$ cat src/rtl/mtf_dec_pkg.sv
package mtf_dec_pkg;

    typedef enum logic [1:0] {
        ACT_NONE   = 2'd0,
        ACT_HIT    = 2'd1,
        ACT_MISS   = 2'd2,
        ACT_REJECT = 2'd3
    } act_e;

    function automatic act_e classify(input logic fire, input logic hit, input logic slot_full);
        if (!fire)
            return ACT_NONE;
        else if (!hit)
            return ACT_MISS;
        else if (slot_full)
            return ACT_HIT;
        else
            return ACT_REJECT;
    endfunction

endpackage

$ cat src/rtl/mtf_dec_ctrl.sv
module mtf_dec_ctrl
    import mtf_dec_pkg::*;
(
    input  logic tok_valid,
    input  logic tok_hit,
    input  logic slot_full,
    input  logic out_valid,
    input  logic out_ready,
    output logic tok_ready,
    output act_e act
);
    logic fire;

    always_comb begin
        tok_ready = !out_valid || out_ready;
        fire      = tok_valid && tok_ready;
        act       = classify(fire, tok_hit, slot_full);
    end
endmodule

$ cat src/rtl/mtf_dec_table.sv
module mtf_dec_table
    import mtf_dec_pkg::*;
#(
    parameter int DEPTH = 4,
    parameter int SW    = 4,
    localparam int CW   = (DEPTH > 1) ? $clog2(DEPTH) : 1
) (
    input  logic          clk,
    input  logic          rst,
    input  act_e          act,
    input  logic [CW-1:0] code,
    input  logic [SW-1:0] lit,
    output logic [SW-1:0] rd_sym,
    output logic          rd_full
);
    logic [SW-1:0]    slot [DEPTH];
    logic [DEPTH-1:0] full;

    always_comb begin
        rd_sym  = '0;
        rd_full = 1'b0;
        if (int'(code) < DEPTH) begin
            rd_sym  = slot[code];
            rd_full = full[code];
        end
    end

    always_ff @(posedge clk) begin
        if (rst) begin
            full <= '0;
            for (int i = 0; i < DEPTH; i++) slot[i] <= '0;
        end else begin
            case (act)
                ACT_MISS: begin
                    for (int i = DEPTH - 1; i > 0; i--) begin
                        slot[i] <= slot[i-1];
                        full[i] <= full[i-1];
                    end
                    slot[0] <= lit;
                    full[0] <= 1'b1;
                end
                ACT_HIT: begin
                    for (int i = DEPTH - 1; i > 0; i--) begin
                        if (i <= int'(code)) slot[i] <= slot[i-1];
                    end
                    slot[0] <= rd_sym;
                end
                default: ;
            endcase
        end
    end
endmodule

$ cat src/rtl/mtf_dec_out.sv
module mtf_dec_out
    import mtf_dec_pkg::*;
#(
    parameter int SW = 4
) (
    input  logic          clk,
    input  logic          rst,
    input  act_e          act,
    input  logic [SW-1:0] hit_sym,
    input  logic [SW-1:0] lit,
    input  logic          out_ready,
    output logic          out_valid,
    output logic [SW-1:0] out_sym,
    output logic          err_flag
);
    always_ff @(posedge clk) begin
        if (rst) begin
            out_valid <= 1'b0;
            out_sym   <= '0;
            err_flag  <= 1'b0;
        end else begin
            if (act == ACT_HIT || act == ACT_MISS) begin
                out_valid <= 1'b1;
                out_sym   <= (act == ACT_HIT) ? hit_sym : lit;
            end else if (out_ready) begin
                out_valid <= 1'b0;
            end
            if (act == ACT_REJECT) err_flag <= 1'b1;
        end
    end
endmodule

$ cat src/rtl/mtf_table_decoder.sv
module mtf_table_decoder
    import mtf_dec_pkg::*;
#(
    parameter int DEPTH = 4,
    parameter int SW    = 4,
    localparam int CW   = (DEPTH > 1) ? $clog2(DEPTH) : 1
) (
    input  logic          clk,
    input  logic          rst,
    input  logic          tok_valid,
    output logic          tok_ready,
    input  logic          tok_hit,
    input  logic [CW-1:0] tok_code,
    input  logic [SW-1:0] tok_lit,
    output logic          sym_valid,
    input  logic          sym_ready,
    output logic [SW-1:0] sym_data,
    output logic          bad_code
);
    act_e          act;
    logic [SW-1:0] rd_sym;
    logic          rd_full;

    mtf_dec_ctrl u_ctrl (
        .tok_valid (tok_valid),
        .tok_hit   (tok_hit),
        .slot_full (rd_full),
        .out_valid (sym_valid),
        .out_ready (sym_ready),
        .tok_ready (tok_ready),
        .act       (act)
    );

    mtf_dec_table #(.DEPTH(DEPTH), .SW(SW)) u_table (
        .clk     (clk),
        .rst     (rst),
        .act     (act),
        .code    (tok_code),
        .lit     (tok_lit),
        .rd_sym  (rd_sym),
        .rd_full (rd_full)
    );

    mtf_dec_out #(.SW(SW)) u_out (
        .clk       (clk),
        .rst       (rst),
        .act       (act),
        .hit_sym   (rd_sym),
        .lit       (tok_lit),
        .out_ready (sym_ready),
        .out_valid (sym_valid),
        .out_sym   (sym_data),
        .err_flag  (bad_code)
    );
endmodule

$ cat config.mk
export PLATFORM = sky130hd
export DESIGN_NAME = mtf_table_decoder
export DESIGN_NICKNAME = d
export VERILOG_FILES = /design/src/rtl/mtf_dec_pkg.sv /design/src/rtl/mtf_dec_ctrl.sv /design/src/rtl/mtf_dec_table.sv /design/src/rtl/mtf_dec_out.sv /design/src/rtl/mtf_table_decoder.sv
export SDC_FILE = /design/constraint.sdc
export NUM_CORES = 1
export LEC_CHECK = 0
export BUFFER_PORTS_ARGS = -buffer_cell sky130_fd_sc_hd__buf_2
export CAP_MARGIN = 20
export CORE_ASPECT_RATIO = 0.7
export CORE_MARGIN = 3
export CORE_UTILIZATION = 30
export DETAILED_ROUTE_END_ITERATION = 10
export SYNTH_ARGS = -nofsm -noshare
export SYNTH_HDL_FRONTEND = slang
export SYNTH_SLANG_ARGS = --single-unit
$ cat constraint.sdc
create_clock -name clk -period 2.9 [get_ports clk]
set_input_delay 0.145 -clock clk [delete_from_list [all_inputs] [get_ports clk]]
set_output_delay 0.145 -clock clk [all_outputs]
set_load 0.05 [all_outputs]
# Word level (Yosys, flattened, before mapping)
# Memories as Yosys holds them, arrays and structs flattened.
# Cells that the tools add are included.
[totals]
n_memories = 1
ram_bits = 16
ff_bits = 10
inputBits = 11
output_inout_bits = 7
elab_cells = 61
[memory_table]
columns = ["memory", "depth", "word_bits", "rd", "rd_ports_with_merged_regs", "wr", "line_no", "source"]
rows = [
  ["u_table.slot", 4, 4, 4, 0, 4, "mtf_dec_table.sv:16", "logic [SW-1:0] slot [DEPTH];"],
]
[op_classes]
bitwise = 8
n_lt_le_gt_ge = 4
n_eq_ne = 3
reduce_logical = 5
n_mux = 36
[ops]
columns = ["cell", "count"]
rows = [
  ["4-bit 2-to-1 mux", 9],
  ["1-bit 2-to-1 mux", 23],
  ["1-bit bitwise OR", 8],
  ["2-bit 2-to-1 mux", 3],
  ["2-bit == test, second input constant", 2],
  ["2-bit <= comparator, first input constant", 2],
  ["2-bit by 3-bit < comparator with 1-bit output, second input constant", 1],
  ["1-bit binary-select mux with 2-bit select", 1],
  ["2-bit by 1-bit == test with 1-bit output, second input constant", 1],
  ["1-bit by 2-bit <= comparator with 1-bit output, first input constant", 1],
  ["1-bit logical OR", 2],
  ["2-bit nonzero test", 1],
  ["1-bit logical AND", 1],
  ["1-bit zero test", 1],
]

# Logic depth before layout (Yosys ltp)
# Gate-level depths: netlist (run 1).
[depth]
ltp_word = 11
depth_mapped = 10
depth_no_buf = 7

# By module
# A second synthesis (run 1) with hierarchy kept.
[hier_totals]
cells_unflattened = 115
hier_area_um2 = 1335.0
[modules_own_cells]
columns = ["module", "area_per_inst_um2", "cells_each", "seq_area_each_um2", "n_inst"]
rows = [
  ["mtf_dec_table", 1027.2, 84, 560.5, 1],
  ["mtf_dec_out", 277.8, 27, 120.1, 1],
  ["mtf_dec_ctrl", 30.0, 4, 0.0, 1],
]

# Worst setup path before layout (run 1)
# No wires, ideal clock.
[synth_timing]
path_kind = "register -> register"
startpoint = "reg u_out.out_valid"
endpoint = "mem u_table.slot[1][0], data pin"
setup_slack_ps = 422
synth_period_minus_slack_ps = 2478
setup_ps = 255
arrival_time_ps = 2224
t_required_ps = 2645
n_path_buf = 2
path_stages_with_launch = 9
cell_sequence = "dfxtp_1 nand2b_1 and3_1 ha_1 buf_2 nor2_1 nor2_1 clkbuf_1 and2_1"
[synth_lines]
columns = ["item", "line_no", "source"]
rows = [
  ["from (decl)", "mtf_dec_out.sv:12", "output logic out_valid,"],
  ["from (signal assigned)", "mtf_dec_out.sv:18", "out_valid <= 1'b0;"],
  ["from (signal assigned)", "mtf_dec_out.sv:23", "out_valid <= 1'b1;"],
  ["from (signal assigned)", "mtf_dec_out.sv:26", "out_valid <= 1'b0;"],
  ["to (decl)", "mtf_dec_table.sv:16", ""],
]

==> impl_metrics.toml, run 1 <==
[placement]
dpl.cell_count = 172
dp_slack_ns = 0.6029
place_area_um2 = 1361
gp_congestion = 0.7808
portBuffers = 17
dp_hpwl_mm = 1.821

[setup_path]
cp_num_buf_inv = 0
path_max_fanout = 12
path_delay_family = "simple AND/OR/NAND/NOR gates"
arrival_ns = 2.39
path_cells = "mux4_2 > nand2_1 > and3_1 > ha_1 > nor2_1 > nor2_1 > and2_1"
r2r_end = "u_table.slot[2][2]"
r2r_start = "u_table.full[0]"
critical_path_class = "reg2reg"
critPathMaxStageDelay_ns = 0.45
r2r_cells = 7
r2r_slack_ns = 0.65
cp_slowest_cell = "mux4_2"
cp.required_ns = 3.04
cpMostUsedCell = "nor2_1"
startpoint_type = "flip-flop"
cp-end-kind = "flip-flop"

[drt]
dr.pass1.iters = 4
drc = 0
viasPerCell = 4.693
highest_layer = "met3"
drt-met1-wl_mm = 1.352
final_antenna_net_count = 0
met2_length_um = 951
dr_wl_met3_um = 106
drt_wl_total_mm = 2.410
vias = 826
routedWlPerCell_um = 13.69
drtIter0Drc = 38

[timing]
max_slew.worst_pin.slew_ns = 0.5483
maxSlewHeadroom_pct = 63.31
hold_ws_ns = 0.2497
final-hold-violation-count = 0
setup_viol = 0
setup_slack_ns = 0.6465
min_period_ns = 2.253
skew_ns = 0.004946
fmax_ghz = 0.4438
drv_slew = 0
finalCritPeriodShare_pct = 77.71
rsz0062_at_grt = "false"
totalNegativeSetupSlack_ns = 0

[pwr]
total_leakage_power_nw = 0.5708
p_per_area_nw_per_um2 = 570.7
vdd_drop_max_mv = 0.2622

[global_route]
grt_util_all_layers_pct = 10.75
grt_pass1_wl_mm = 4.202
grt_pass1_vias = 826
antenna_found_initial = 0
grt-ovfl-total = 0
grt_max_degree = 17

[die]
ioPinCount = 18
die_h_um = 59.90
start_util_pct = 33.30
die_width_um = 83.00
core_um2 = 3739
num_rows = 18
die-area_um2 = 4971

[clock_tree]
tritoncts = "yes"
path_clk_slew_ns = 0.09
ctsResizeCount = 0
hold_buffers = 0
post_cts_buffers = 0
cts.htree.levels = 1
cts.sinks = 26
root_buffer = "clkbuf_8"
clk_latency_ns = 0.26
clk_path_buf_depth = 2
cts_made_buffers = 3

[synthesis]
synth.distinct_cells = 21
yosysWarnings = 0
syn_area_um2 = 1245
syn_inst = 111
yosysSeqAreaShare_pct = 54.67
postSynthAreaPerCell_um2 = 11.22
synth_nets = 125
synth_seq_cells = 26

[run]
max_cap_violations = 0

[cells_and_area]
syn_to_final_growth_pct = 12.96
nets = 141
drive_above_1_share_pct = 19.84
post-route-cell-area_um2 = 1406
diodes = 0
fin_cells = 176

[worst_hold_path]
whs_path_depth = 2
hold_path_startpoint = "rst"
worst_hold_path.endpoint = "u_table.full[0]"
hold_path_class = "in2reg"

[run_status]
status = "completed"
==> cells in the mapped netlist <==
| cell | instances | area (µm²) |
|---|---|---|
| buf_1 | 1 | 3.750 |
| o22a_1 | 4 | 35.03 |
| o21ai_0 | 1 | 5.000 |
| mux4_2 | 1 | 22.52 |
| mux2i_1 | 11 | 110.1 |
| edfxtp_1 | 16 | 480.5 |
| buf_6 | 1 | 11.26 |
| a221oi_2 | 4 | 60.06 |
| dfxtp_1 | 10 | 200.2 |
| and3_1 | 2 | 12.51 |
| clkbuf_1 | 3 | 11.26 |
| nor2_1 | 10 | 37.54 |
| nand2b_1 | 2 | 12.51 |
| and2_1 | 12 | 75.07 |
| ha_1 | 3 | 37.54 |
| buf_2 | 1 | 5.000 |
| nor2b_1 | 1 | 6.260 |
| a21oi_1 | 9 | 45.04 |
| nand2_1 | 11 | 41.29 |
| inv_1 | 6 | 22.52 |
| nand3_1 | 2 | 10.01 |
==> area by class of cell <==
| class | instances | area [µm²] |
|---|---|---|
| Multi-Input combinational cell | 73 | 510.5 |
| Timing Repair Buffer | 17 | 85.08 |
| Tap cell | 50 | 62.56 |
| Sequential cell | 26 | 680.7 |
| Clock buffer | 3 | 41.29 |
| Clock inverter | 1 | 3.754 |
| Fill cell | 381 | 2332 |
| Inverter | 6 | 22.52 |
==> worst reg2reg max path, cell delays in order (launching register included) <==
cell and delay, ns:
dfxtp_1 0.33, mux4_2 0.45, nand2_1 0.09, and3_1 0.18
ha_1 0.33, nor2_1 0.09, nor2_1 0.44, and2_1 0.21
==> placed cells by master, fill, tap and decap left out <==
cell type,n
a21oi_1,9
a221oi_2,4
and2_1,12
and3_1,2
buf_2,17
clkbuf_8,3
clkinv_1,1
dfxtp_1,10
edfxtp_1,16
ha_1,3
inv_1,6
mux2i_1,11
mux4_2,1
nand2_1,11
nand2b_1,2
nand3_1,2
nor2_1,10
nor2b_1,1
o21ai_0,1
o22a_1,4
==> stage by stage <==
stage	total power [mW]	util, %
global placement	0.6042	36.41
CTS	0.8083	37.62
global route	0.8443	37.62
floorplan	0.5679	-
finish	0.8027	37.62
detailed placement	0.6091	36.41
==> logic make-up after synthesis <==
group                      after synthesis  synth area share [%]
adders and majority gates                3                 3.015
buffers and inverters                   12                 4.321
muxes                                   12                 10.65
DFF                                     26                 54.67
AOI/OAI and AO/OA                       18                 11.66
and+or+nand+nor                         40                 15.68
==> how the worst max path moves through the flow <==
stage	startpoint	end	slack, ns	depth (start not counted)
2_1_floorplan	u_out.out_valid	u_table.slot[1][0]	0.42	8
3_3_place_gp	tok_code[0]	u_table.slot[1][2]	0.74	8
3_5_place_dp	tok_code[1]	u_table.slot[2][0]	0.60	8
4_1_cts	u_table.full[0]	u_table.slot[2][3]	0.63	7
5_1_grt	u_table.full[2]	u_table.slot[2][3]	0.45	7
6_report	u_table.full[0]	u_table.slot[2][2]	0.65	7
==> state kept, by name (all words and copies together), names as in the netlist <==
| name | cells |
|---|---|
| u_table.slot | 16 |
| u_out.out_sym | 4 |
| u_table.full | 4 |
| u_out.out_valid | 1 |
| u_out.err_flag | 1 |
==> metal layers <==
metal  global-route usage (%)  up-vias
met1                    15.66      388
met3                    3.581        0
met4                   0.6993        0
met2                    16.21       17
met5                        0        -
li1                         -      421
==> where the power goes <==
group          switching, mW  internal (mW)
logic                  0.104         0.0496
registers             0.0175          0.430
clock network          0.107         0.0947
Power figures use the tool's default switching activity.
==> inputs of run 2 (changes only) <==
clock period = 1.8 ns   (was 2.9 ns; I/O delays follow)
==> run 2 against run 1 <==
Against the previous run: the flow now finishes with violations (setup timing); clock-buffer cell count unchanged; sequential share of layout area decreased by 6.8 points; cell area increased by 18%; sequential power increased by 62%; clock skew decreased by 0.0032 ns; critical path depth unchanged; register-to-register slack got worse by 0.67 ns.
==> impl_metrics.toml, run 2 (synthesis results as in run 1) <==
[run_status]
status = "complete, but fails checks"
violations = "setup timing"

[drt]
drtIter0Drc = 29
drt_wl_total_mm = 2.576
viasPerCell = 4.656
vias = 880
dr.pass1.iters = 4
final_antenna_net_count = 0
routedWlPerCell_um = 13.63
drc = 0

[clock_tree]
tritoncts = "yes"
root_buffer = "clkbuf_8"
clk_latency_ns = 0.27
path_clk_slew_ns = 0.08
clk_path_buf_depth = 2
hold_buffers = 0
cts.sinks = 26
cts.htree.levels = 1
cts_made_buffers = 3

[cells_and_area]
largest_register_ffs = 16
drive_above_1_share_pct = 53.24
reg.largest.list = "u_table.slot: 16 flops, u_out.out_sym: 4 flops, u_table.full: 4 flops"
nFillCells = 368
post-route-cell-area_um2 = 1654
mostFrequentLayoutCell = "buf_2"
top_register = "u_table.slot"
multi_input_area_um2 = 656.9
diodes = 0
nets = 154
final_cell_mix = "buf_2, edfxtp_1, mux2i_1, buf_4, and2_4"
seq_area_um2 = 688.2
syn_to_final_growth_pct = 32.86

[timing]
rsz0062_at_grt = "true"
setup_slack_ns = -0.01923
fmax_ghz = 0.5497
setup_viol = 15
finalCritPeriodShare_pct = 101.1
skew_ns = 0.001743
drv_slew = 0
final-hold-violation-count = 0
max_slew.worst_pin.slew_ns = 0.4471
min_period_ns = 1.819
maxSlewHeadroom_pct = 70.19

[worst_hold_path]
hold_path_startpoint = "sym_ready"
whs_path_depth = 3
hold_path_class = "in2reg"
worst_hold_path.endpoint = "u_out.out_valid"

[setup_path]
cp_slowest_cell = "mux4_2"
cp_num_buf_inv = 0
r2r_cells = 7
arrival_ns = 1.85
path_cells = "mux4_2 > nand2_2 > nand3_2 > ha_4 > nor2_4 > nor2_4 > and2_1"
r2r_end = "u_table.slot[1][1]"
cp.required_ns = 1.83
path_delay_family = "simple AND/OR/NAND/NOR gates"
r2r_slack_ns = -0.02
r2r_start = "u_table.full[3]"
startpoint_type = "flip-flop"
critPathMaxStageDelay_ns = 0.47
critical_path_class = "reg2reg"
cpMostUsedCell = "nor2_4"
path_max_fanout = 6
cp-end-kind = "flip-flop"

[run]
max_cap_violations = 0

[placement]
dp_hpwl_mm = 1.882
portBuffers = 17
place_area_um2 = 1473
gp_congestion = 0.7155

[pwr]
vdd_drop_max_mv = 0.4072
p_per_area_nw_per_um2 = 830.3
total_leakage_power_nw = 0.6781
power.total_mw = 1.373

[die]
die-area_um2 = 4971
start_util_pct = 33.30
num_rows = 18
die_width_um = 83.00
ioPinCount = 18
die_h_um = 59.90
core_um2 = 3739

[global_route]
grt_max_degree = 17
antenna_found_initial = 0
grt_util_all_layers_pct = 11.11
grt-ovfl-total = 0
grt_pass1_vias = 908
grt_pass1_wl_mm = 4.353
run 2: what timing repair did:
| item | CTS | global route |
|---|---|---|
| buffers inserted | 2 | 0 |
| cloned | 0 | 1 |
| resized for setup | 15 | 22 |
| endpoints found under the setup margin | 28 | 39 |
| pin swaps | 8 | 22 |
run 2: layout make-up:
cell class	count	area share (%)
clock buffer	3	2.496
clock inverter	1	0.2269
inverter	6	1.362
multi-input combinational	74	39.71
sequential	26	41.60
tap	50	3.782
timing repair buffer	29	10.82
run 2: how the worst max path moves through the flow:
| stage | startpoint | to | cells past startpoint |
|---|---|---|---|
| 3_3_place_gp | u_table.full[2] | u_table.slot[2][2] | 7 |
| 2_1_floorplan | u_table.full[2] | u_table.slot[1][0] | 8 |
| 3_5_place_dp | u_table.full[2] | u_table.slot[2][3] | 7 |
| 6_report | u_table.full[3] | u_table.slot[1][1] | 7 |
| 5_1_grt | u_table.full[3] | u_table.slot[3][0] | 7 |
| 4_1_cts | u_table.full[3] | u_table.slot[2][0] | 6 |
run 2: layer usage:
layer / share of wire (%) / GRT usage [%] / wire length [µm] / vias up
li1: - / - / - / 448
met1: 51 / 15.57 / 1317 / 406
met2: 43 / 17.24 / 1099 / 23
met3: 5.7 / 3.306 / 148 / 3
met4: 0.39 / 2.098 / 10 / 0
met5: 0 / 0 / 0 / -
run 2: metrics by stage:
| step | setup WS, ns | cells | utilization [%] | TNS [ns] | hold slack (ns) |
|---|---|---|---|---|---|
| CTS | -0.01694 | 188 | 42.47 | -0.1444 | 0.1317 |
| detailed placement | -0.2260 | 182 | 39.39 | -2.670 | 0.4082 |
| global placement | -0.1339 | 182 | 39.39 | -1.595 | 0.4018 |
| global route | -0.08209 | 189 | 44.24 | -2.110 | 0.1542 |
| finish | -0.01923 | 189 | 44.24 | -0.2141 | 0.1342 |
| floorplan | -0.01082 | 111 | - | -0.1082 | 0.3497 |
run 2: tightest hold or removal path: cells and delay by family:
family	cells	cell delay, ns
simple gates	1	0.13
buf+inv	1	0.08
compound gates	1	0.07
run 2: power by group:
part	switching [mW]	leakage [nW]	internal, mW	total (mW)
Clock	0.174	0.0231	0.153	0.326
Combinational	0.192	0.397	0.130	0.321
Sequential	0.0310	0.258	0.695	0.726
==> inputs of run 3 (changes only) <==
ABC_AREA = 1   (was default)
==> run 3 against run 2 <==
Against the previous run: flip-flop and latch count is the same; combinational power grew 17%; highest routed layer unchanged; the run still ends with setup timing left; utilization shrank 1.1 points; hold slack lost 0.040 ns; worst setup slack lost 0.0051 ns; critical path depth grew 5; sequential share of layout area shrank 2.5 points; critical endpoint is now u_table.slot[2][1]; power grew 4.1%; clock-buffer cell count is the same; register-to-register slack is essentially flat.
==> impl_metrics.toml, run 3 <==
[clock_tree]
cts.htree.levels = 1
clk_latency_ns = 0.27
clk_path_buf_depth = 2
cts.sinks = 26
hold_buffers = 0
path_clk_slew_ns = 0.09
cts_made_buffers = 3
tritoncts = "yes"
root_buffer = "clkbuf_8"

[cells_and_area]
reg.largest.list = "u_table.slot: 16 flops, u_out.out_sym: 4 flops, u_table.full: 4 flops"
post-route-cell-area_um2 = 1755
syn_to_final_growth_pct = 34.13
drive_above_1_share_pct = 32.14
nets = 211
diodes = 0
final_cell_mix = "nand2_1, inv_1, buf_2, edfxtp_1"
largest_register_ffs = 16
mostFrequentLayoutCell = "nand2_1"
top_register = "u_table.slot"
fin_cells = 248
finalCoreUtilization_pct = 43.18

[synthesis]
synth-edff-count = 16
synth.most_common_cell = "nand2_1"
yosysSeqAreaShare_pct = 52.01
yosys.area.top_type = "edfxtp_1"
async_flop_share_pct = 0
syn_area_um2 = 1309
synthTopCellsByCount = "nand2_1, inv_1, nor2_1, edfxtp_1, nand3_1"
synth_seq_cells = 26
syn_inst = 160
synth_nets = 174
postSynthAreaPerCell_um2 = 8.180
synth.distinct_cells = 20
synth_top_area_share_pct = 36.71
yosysWarnings = 0
yosys_most_used_dff = "edfxtp_1"
synthTopCellsByArea = "edfxtp_1, dfxtp_1, nand2_1"

[drt]
viasPerCell = 4.524
drc = 0
vias = 1122
routedWlPerCell_um = 12.14
final_antenna_net_count = 0
drt_wl_total_mm = 3.011
dr.pass1.iters = 4
drtIter0Drc = 76

[timing]
setup_slack_ns = -0.02433
skew_ns = 0.001368
fmax_ghz = 0.5481
maxSlewHeadroom_pct = 80.21
setup_viol = 6
rsz0062_at_grt = "true"
finalCritPeriodShare_pct = 101.4
drv_slew = 0
max_slew.worst_pin.slew_ns = 0.2957
final-hold-violation-count = 0
min_period_ns = 1.824

[run]
max_cap_violations = 0

[setup_path]
startpoint_type = "flip-flop"
r2r_end = "u_table.slot[2][1]"
r2r_cells = 12
crit_start = "u_table.full[1]"
cp-end-kind = "flip-flop"
path_max_fanout = 6
critical_path_class = "reg2reg"
r2r_start = "u_table.full[1]"
cp.required_ns = 1.83
arrival_ns = 1.86
endpoint = "u_table.slot[2][1]"
r2r_slack_ns = -0.02

[die]
ioPinCount = 18
num_rows = 19
start_util_pct = 32.19
die_h_um = 61.26
die-area_um2 = 5204
die_width_um = 84.95
core_um2 = 4065

[pwr]
p_int_mw = 0.9909
total_leakage_power_nw = 0.8131
combPwrFrac_pct = 26.2
vdd_drop_max_mv = 0.4768
swShare_pct = 30.69
switching_power_mw = 0.4388
power.total_mw = 1.430
p_per_area_nw_per_um2 = 814.4
power_frac_clock_pct = 23.2
pwr-share-seq_pct = 50.6

[placement]
place_area_um2 = 1569
portBuffers = 17
dpl.cell_count = 238
gp_congestion = 0.7968
dp_hpwl_mm = 2.195
dp_slack_ns = -0.03008

[global_route]
grt_util_all_layers_pct = 11.25
grtUsageMet2_pct = 17.48
antenna_found_initial = 0
grt_max_degree = 15
use_met1_pct = 15.95
grt-ovfl-total = 0
grt.met3_usage_pct = 3.209
grt_pass1_wl_mm = 4.588
grt_pass1_vias = 1006
grt_busiest_layer = "met2"

[run_status]
status = "complete, but fails checks"
violations = "setup timing"

[worst_hold_path]
hold_path_class = "in2reg"
run 3: cell types whose count changed in the layout (fill, tap and decap cells not counted), moves of 5 or more:
cell	before	now
nand2_1	4	36
inv_1	4	28
nand3_1	1	13
mux2i_1	11	0
and2_4	10	0
nor2_1	7	14
nand2_2	6	0
o21ai_0	0	5
run 3: metrics by stage:
stage / setup TNS, ns / hold WS (ns)
after floorplan: 0 / 0.1494
after global placement: 0 / 0.3735
after detailed placement: -0.3462 / 0.3835
after CTS: 0 / 0.09047
after global routing: -2.641 / 0.09549
final: -0.1228 / 0.09444
run 3: critical path: stages (launching register included):
cell,delay (ns)
dfxtp_1,0.31
inv_1,0.06
nand2_1,0.06
o21ai_2,0.06
o21ai_2,0.08
a21oi_2,0.20
inv_2,0.07
ha_4,0.18
clkinv_4,0.06
nor2_4,0.05
nor2_4,0.23
clkbuf_16,0.20
nor2_1,0.04
run 3: worst min path at each step:
stage / from / endpoint / slack (ns) / cells after the start
3_5_place_dp: rst / u_out.out_valid / 0.38 / 2
5_1_grt: rst / u_out.out_valid / 0.1 / 2
6_report: rst / u_out.out_valid / 0.09 / 2
2_1_floorplan: rst / u_out.out_valid / 0.15 / 1
3_3_place_gp: rst / u_out.out_valid / 0.37 / 2
4_1_cts: rst / u_out.out_valid / 0.09 / 2
run 3: final cells by class:
class                   count  area (µm²)
clock buffers               3       41.29
clock inverters             1       3.754
fillers                   409        2310
inverters                  32       125.1
multi-input cells          99       575.6
flip-flops and latches     26       686.9
well taps                  52       65.06
repair buffers             35       257.7
run 3: per-layer routing:
layer	vias to the layer above	routed length (µm)
met5	-	0
met4	0	13
met3	2	144
met2	22	1358
met1	517	1495
li1	581	-
run 3: kinds of logic (layout without fill, tap and decap cells):
| kind of cell | Yosys count | after routing | synth area share (%) |
|---|---|---|---|
| AO/OA/AOI/OAI | 20 | 20 | 8.509 |
| flip-flops | 26 | 26 | 52.01 |
| buffers and inverters | 35 | 71 | 11.47 |
| AND/OR/NAND/NOR | 76 | 76 | 25.14 |
| adder cells (fa/ha/maj) | 3 | 3 | 2.868 |
run 3: timing repair:
item                       CTS  global route
gates cloned                 0             1
resized for setup            1            24
setup endpoints to repair   24            32
buffers inserted             0             5
pin swaps                    0             7
run 3: power groups by stage:
stage | Sequential (mW) | Combinational [mW] | Clock (mW)
5_1_grt | 0.728 | 0.407 | 0.378
4_1_cts | 0.723 | 0.325 | 0.341
2_1_floorplan | 0.790 | 0.163 | 0
3_3_place_gp | 0.735 | 0.322 | 0
3_5_place_dp | 0.736 | 0.321 | 0
6_report | 0.723 | 0.375 | 0.332
